<file path="src/rtl/pwm_fmt_pkg.sv">
package pwm_fmt_pkg;
  typedef enum logic {
    FMT_WIDE  = 1'b0,
    FMT_SPLIT = 1'b1
  } pwm_fmt_e;
endpackage

</file>
<file path="src/rtl/pwm_shadow.sv">
// Holds the written setting and copies it, with the format, into the
// active set only on a period load.
module pwm_shadow
  import pwm_fmt_pkg::*;
#(
  parameter int CNT_W  = 16,
  parameter int HALF_W = CNT_W / 2
) (
  input  logic             clk,
  input  logic             rst,
  input  logic             wr_en,
  input  logic [CNT_W-1:0] wr_data,
  input  logic             fmt_split,
  input  logic             load,
  output logic [CNT_W-1:0] act_val,
  output pwm_fmt_e         act_fmt,
  output logic             pend_go
);
  logic [CNT_W-1:0] pend_q;

  always_ff @(posedge clk) begin
    if (rst) begin
      pend_q  <= '0;
      act_val <= '0;
      act_fmt <= FMT_WIDE;
    end else begin
      if (wr_en) pend_q <= wr_data;
      if (load) begin
        act_val <= pend_q;
        act_fmt <= fmt_split ? FMT_SPLIT : FMT_WIDE;
      end
    end
  end

  // Nonzero duty in the format that would be latched now.
  assign pend_go = fmt_split ? (|pend_q[CNT_W-1:HALF_W]) : (|pend_q);

  // the active setting moves only on a load.
  a_r5_hold_between_loads: assert property (@(posedge clk) disable iff (rst)
    (!load && !wr_en) |=> ($stable(act_val) && $stable(act_fmt)));
endmodule

</file>
<file path="src/rtl/pwm_prescale.sv">
// Stretches each slot to limit+1 ticks in split format; passes ticks in wide format.
module pwm_prescale #(
  parameter int HALF_W = 8
) (
  input  logic              clk,
  input  logic              rst,
  input  logic              clr,
  input  logic              tick_run,
  input  logic              split,
  input  logic [HALF_W-1:0] limit,
  output logic              step
);
  logic [HALF_W-1:0] pre_q;
  logic              hit;

  assign hit  = (pre_q == limit);
  assign step = tick_run & (~split | hit);

  always_ff @(posedge clk) begin
    if (rst || clr)              pre_q <= '0;
    else if (tick_run && split)  pre_q <= hit ? '0 : pre_q + 1'b1;
  end

  // the prescaler never runs past its limit.
  a_r3_pre_bound: assert property (@(posedge clk) disable iff (rst)
    split |-> (pre_q <= limit));
endmodule

</file>
<file path="src/rtl/pwm_slot_ctr.sv">
// Slot position inside the current period.
module pwm_slot_ctr #(
  parameter int CNT_W = 16
) (
  input  logic             clk,
  input  logic             rst,
  input  logic             clr,
  input  logic             step,
  input  logic [CNT_W-1:0] last,
  output logic [CNT_W-1:0] cnt,
  output logic [CNT_W-1:0] cnt_nx,
  output logic             at_last
);
  assign cnt_nx  = cnt + 1'b1;
  assign at_last = (cnt == last);

  always_ff @(posedge clk) begin
    if (rst || clr) cnt <= '0;
    else if (step)  cnt <= cnt_nx;
  end

  // the position stays inside the frame.
  a_r2_cnt_in_frame: assert property (@(posedge clk) disable iff (rst)
    cnt <= last);
endmodule

</file>
<file path="src/rtl/pwm_dual_fmt.sv">
module pwm_dual_fmt
  import pwm_fmt_pkg::*;
#(
  parameter int CNT_W = 16
) (
  input  logic             clk,
  input  logic             rst,
  input  logic             tick,
  input  logic             wr_en,
  input  logic [CNT_W-1:0] wr_data,
  input  logic             fmt_sel,
  output logic             pwm_out,
  output logic             irq
);
  localparam int HALF_W = CNT_W / 2;
  localparam logic [CNT_W-1:0] WIDE_LAST  = {{(CNT_W-1){1'b1}}, 1'b0};
  localparam logic [CNT_W-1:0] SPLIT_LAST =
    {{(CNT_W-HALF_W){1'b0}}, {(HALF_W-1){1'b1}}, 1'b0};

  generate
    if ((CNT_W % 2) != 0 || CNT_W < 4) begin : g_bad_width
      $error("pwm_dual_fmt: CNT_W must be even and at least 4");
    end
  endgenerate

  logic [CNT_W-1:0] act_val, cnt, cnt_nx, duty, last;
  pwm_fmt_e         act_fmt;
  logic             split, pend_go, at_last;
  logic             run_q, pwm_q, irq_q;
  logic             tick_run, start, step, wrap, load;

  assign split    = (act_fmt == FMT_SPLIT);
  assign duty     = split ? {{(CNT_W-HALF_W){1'b0}}, act_val[CNT_W-1:HALF_W]} : act_val;
  assign last     = split ? SPLIT_LAST : WIDE_LAST;
  assign tick_run = tick & run_q;
  assign start    = tick & ~run_q & pend_go;
  assign wrap     = step & at_last;
  assign load     = start | wrap;

  pwm_shadow #(.CNT_W(CNT_W), .HALF_W(HALF_W)) u_shadow (
    .clk(clk), .rst(rst), .wr_en(wr_en), .wr_data(wr_data),
    .fmt_split(fmt_sel), .load(load),
    .act_val(act_val), .act_fmt(act_fmt), .pend_go(pend_go)
  );

  pwm_prescale #(.HALF_W(HALF_W)) u_pre (
    .clk(clk), .rst(rst), .clr(load), .tick_run(tick_run),
    .split(split), .limit(act_val[HALF_W-1:0]), .step(step)
  );

  pwm_slot_ctr #(.CNT_W(CNT_W)) u_slot (
    .clk(clk), .rst(rst), .clr(load), .step(step), .last(last),
    .cnt(cnt), .cnt_nx(cnt_nx), .at_last(at_last)
  );

  always_ff @(posedge clk) begin
    if (rst) begin
      run_q <= 1'b0;
      pwm_q <= 1'b0;
      irq_q <= 1'b0;
    end else begin
      irq_q <= step & ~at_last & (cnt_nx == duty);
      if (load) begin
        run_q <= pend_go;
        pwm_q <= pend_go;
      end else if (step && (cnt_nx == duty)) begin
        pwm_q <= 1'b0;
      end
    end
  end

  assign pwm_out = pwm_q;
  assign irq     = irq_q;

  // interrupt marks the falling edge of the output.
  a_r6_irq_on_fall: assert property (@(posedge clk) disable iff (rst)
    irq |-> (!pwm_out && $past(pwm_out)));
  // an idle channel drives low.
  a_r4_idle_low: assert property (@(posedge clk) disable iff (rst)
    !run_q |-> (!pwm_out && !irq));
  // without a tick nothing moves.
  a_r8_no_tick_hold: assert property (@(posedge clk) disable iff (rst)
    !tick |=> ($stable(pwm_out) && $stable(cnt) && !irq));
  // a full-frame duty never raises an interrupt.
  a_r7_full_no_irq: assert property (@(posedge clk) disable iff (rst)
    (run_q && duty == last + 1'b1) |=> !irq);
endmodule

</file>
<file path="config.mk">
export PLATFORM = sky130hd
export DESIGN_NAME = pwm_dual_fmt
export DESIGN_NICKNAME = d
export VERILOG_FILES = /design/src/rtl/pwm_fmt_pkg.sv /design/src/rtl/pwm_shadow.sv /design/src/rtl/pwm_prescale.sv /design/src/rtl/pwm_slot_ctr.sv /design/src/rtl/pwm_dual_fmt.sv
export SDC_FILE = /design/constraint.sdc
export NUM_CORES = 1
export LEC_CHECK = 0
export BUFFER_PORTS_ARGS = -buffer_cell sky130_fd_sc_hd__buf_4
export CORE_MARGIN = 2
export CORE_UTILIZATION = 63
export CTS_BUF_LIST = sky130_fd_sc_hd__clkbuf_8
export DETAILED_ROUTE_END_ITERATION = 6
export GPL_ROUTABILITY_DRIVEN = 0
export GPL_TIMING_DRIVEN = 0
export PLACE_DENSITY = 0.85
export REMOVE_ABC_BUFFERS = 1
export SETUP_SLACK_MARGIN = 0.05
export SYNTH_ARGS = -nofsm -noshare
export SYNTH_HDL_FRONTEND = slang
export SYNTH_SLANG_ARGS = --single-unit
</file>
<file path="constraint.sdc">
create_clock -name clk -period 2.6 [get_ports clk]
set_input_delay 0.26 -clock clk [delete_from_list [all_inputs] [get_ports clk]]
set_output_delay 0.26 -clock clk [all_outputs]
set_load 0.01 [all_outputs]
</file>
==> reports/metrics.yaml <==
grt:
  antenna_found_initial: 0
  track_usage: 0.272
  overflow: 0
  grt_max_degree: 36
  grt_pass1_vias: 2874
  grt_pass1_wl_um: 13100
timing:
  report.final.slew_viol_count: 0
  tightest_slew_ns: 0.754
  min_period_over_period: 0.950
  setup_viol: 0
  relSlewSlack: 0.494
  fin_worst_skew_ns: 0.00789
  min_period_ns: 2.47
  final_hold_viol_count: 0
  rsz0062_at_grt: "false"
  fmax_ghz: 0.405
cts:
  clk_pin_slew_worst_paths_ns: 0.07
  cts_sinks: 60
  cts_tree: "done"
  cts-root-buf: "clkbuf_8"
  numCtsBuffers: 9
  clk_latency_ns: 0.35
  cts-htree-levels: 3
  cts_buffer_depth: 2
setup_path:
  worst_ep_arrival_time_ns: 2.73
  worstSetupPathType: "reg2reg"
  end_kind: "flop"
  worstPathMaxFanout: 9
  cp-start-kind: "flop"
  rrSetupSlack_ns: 0.13
  r2r_start: "u_slot.cnt[4]"
  cp.required_ns: 2.87
  startpoint: "u_slot.cnt[4]"
logic_synthesis:
  ys_async_sr_fraction: 0
  yosysTopAreaCellShare: 0.346
  synth_ff_type: "dfxtp_1"
  synth.mux.area_fraction: 0.0764
  yosys_warnings: 0
  synth_area_um2: 3470
  yosys.area_share.simple: 0.268
  syn_avg_cell_area_um2: 8.41
  synthXorXnorAreaFrac: 0.124
  yosysMostFrequentCell: "dfxtp_1"
  netlist-cell-type-count: 61
  ys_top_cells_by_area: "dfxtp_1, xnor2_1, mux2i_1"
  synth_edf_count: 0
  synthAdderAreaFrac: 0.0108
  synth.largest_area_cell: "dfxtp_1"
  synth_compound_area_frac: 0.123
  synth_top_family_by_area: "simple AND/OR/NAND/NOR gates"
  ys_seq_area_frac: 0.346
  synth_common_cells: "dfxtp_1, nor2_1, nand3_1"
  synthCells: 413
  ys_ff_latch: 60
power:
  power_per_cell_area_nw_per_um2: 529
  p_leak_nw: 1.34
  ir_worst_vdd_mv: 0.517
run_status:
  status: "finished, final reports clean"
hold_path:
  hold_path_class: "in2reg"
  hold_path_startpoint: "wr_data[6]"
route:
  dr_total_vias: 3054
  drt-wirelength-per-cell_um: 15.8
  drt_iter0_markers: 392
  ant_nets: 0
  finalWirelength_um: 7800
  viasPerCell: 6.19
  first_pass_iters: 5
  drc: 0
place:
  io_buffers: 22
  dp_cells: 477
  dp_hpwl_um: 5410
die:
  die_y_um: 78.2
  core_area_um2: 5410
  row_count: 27
  dieArea_um2: 6120
  io_pins: 23
  die_width_um: 78.2
  start_util: 0.642
final_layout:
  layout-drive-gt1-share: 0.140
  n_antenna_cell: 0
  fin_cells: 493
  num-nets-final: 440
  areaGrowthSynthToFinish_pct: 9.98
  final_util: 0.706
flow_run:
  maxCapViolCount: 0
-- layout make-up --
type                       instances  area, um2
clock buffer                       9        124
clock inverter                     7       60.1
fill                             416       1590
inverter                           5       18.8
multi-input combinational        318       2150
sequential                        60       1210
tap                               72       90.1
timing repair buffer              22        165
-- final timing paths --
| kind | cells past startpoint | end |
|---|---|---|
| setup reg to reg | 6 | irq |
| hold / removal | 3 | u_shadow.pend_q[6] |
| hold reg to reg | 2 | u_shadow.act_val[10] |
| setup / recovery | 6 | irq |
-- critical path: stages, from the launching register on --
cell and delay, ns:
dfxtp_1 0.50, nand4_4 0.26, nor4_2 0.42, xnor2_1 0.26, o221ai_1 0.15, or4b_1 0.52
nor4b_2 0.29
-- layout by cell type (no fill, tap or decap), types with 3 or more instances in the layout --
master and instances:
buf_4 22, or4b_1 3, nand4_1 5, mux2i_1 25, and3_1 4, nor4_2 3, nor3_1 8, xnor2_1 33
clkbuf_8 9, nor4_1 11, clkinv_2 3, nand2b_1 3, nand2_1 19, xor2_1 11, nor2b_1 5, o211ai_1 3
nand3b_1 4, dfxtp_1 56, nand3_1 33, a21oi_1 27, o21ai_0 28, nor2_1 48, inv_1 6
-- logic make-up (layout without fill, tap and decap cells) --
kind of cell,count (synthesis),in the layout
compound gates,74,74
xor+xnor,46,46
fa+ha+maj,3,3
buf+inv,35,43
flops,60,60
mux,26,26
simple gates,169,169
-- flip-flops by register name (all words and copies together), names as in the netlist --
register,flops
irq,1
pwm_out,1
run_q,1
u_pre.pre_q,8
u_shadow.act_fmt,1
u_shadow.act_val,16
u_shadow.pend_q,16
u_slot.cnt,16
-- power breakdown --
part | leakage [nW] | internal (mW) | total (mW) | switching (mW)
clock | 0.101 | 0.430 | 0.796 | 0.367
combinational | 0.744 | 0.101 | 0.234 | 0.134
sequential | 0.491 | 0.950 | 0.989 | 0.0392
total | 1.34 | 1.48 | 2.02 | 0.540
-- routing by layer --
metal	wire length, um	GRT usage	up-vias
met3	520	0.0667	26
li1	-	-	1481
met5	0	0	-
met4	197	0.109	0
met2	3720	0.449	116
met1	3370	0.342	1431
-- through the flow --
stage	TNS (ns)	setup slack, ns	cell area (um2)	hold WS [ns]	power (mW)
detailed placement	-13.95	-0.749	3570	0.483	1.23
finish	0	0.131	3820	0.147	2.02
floorplan	0	0.0834	3310	0.329	1.15
global route	0	0.0494	3820	0.158	2.10
global placement	-13.28	-0.735	3570	0.463	1.23
CTS	0	0.0720	3780	0.149	2.02
-- repair_timing --
| action | 4_1_cts | 5_1_grt |
|---|---|---|
| hold buffers | 0 | 0 |
| gates resized for setup | 8 | 8 |
| setup endpoints to repair | 26 | 21 |
| buffers inserted | 0 | 0 |
Power figures use the tool's default switching activity.
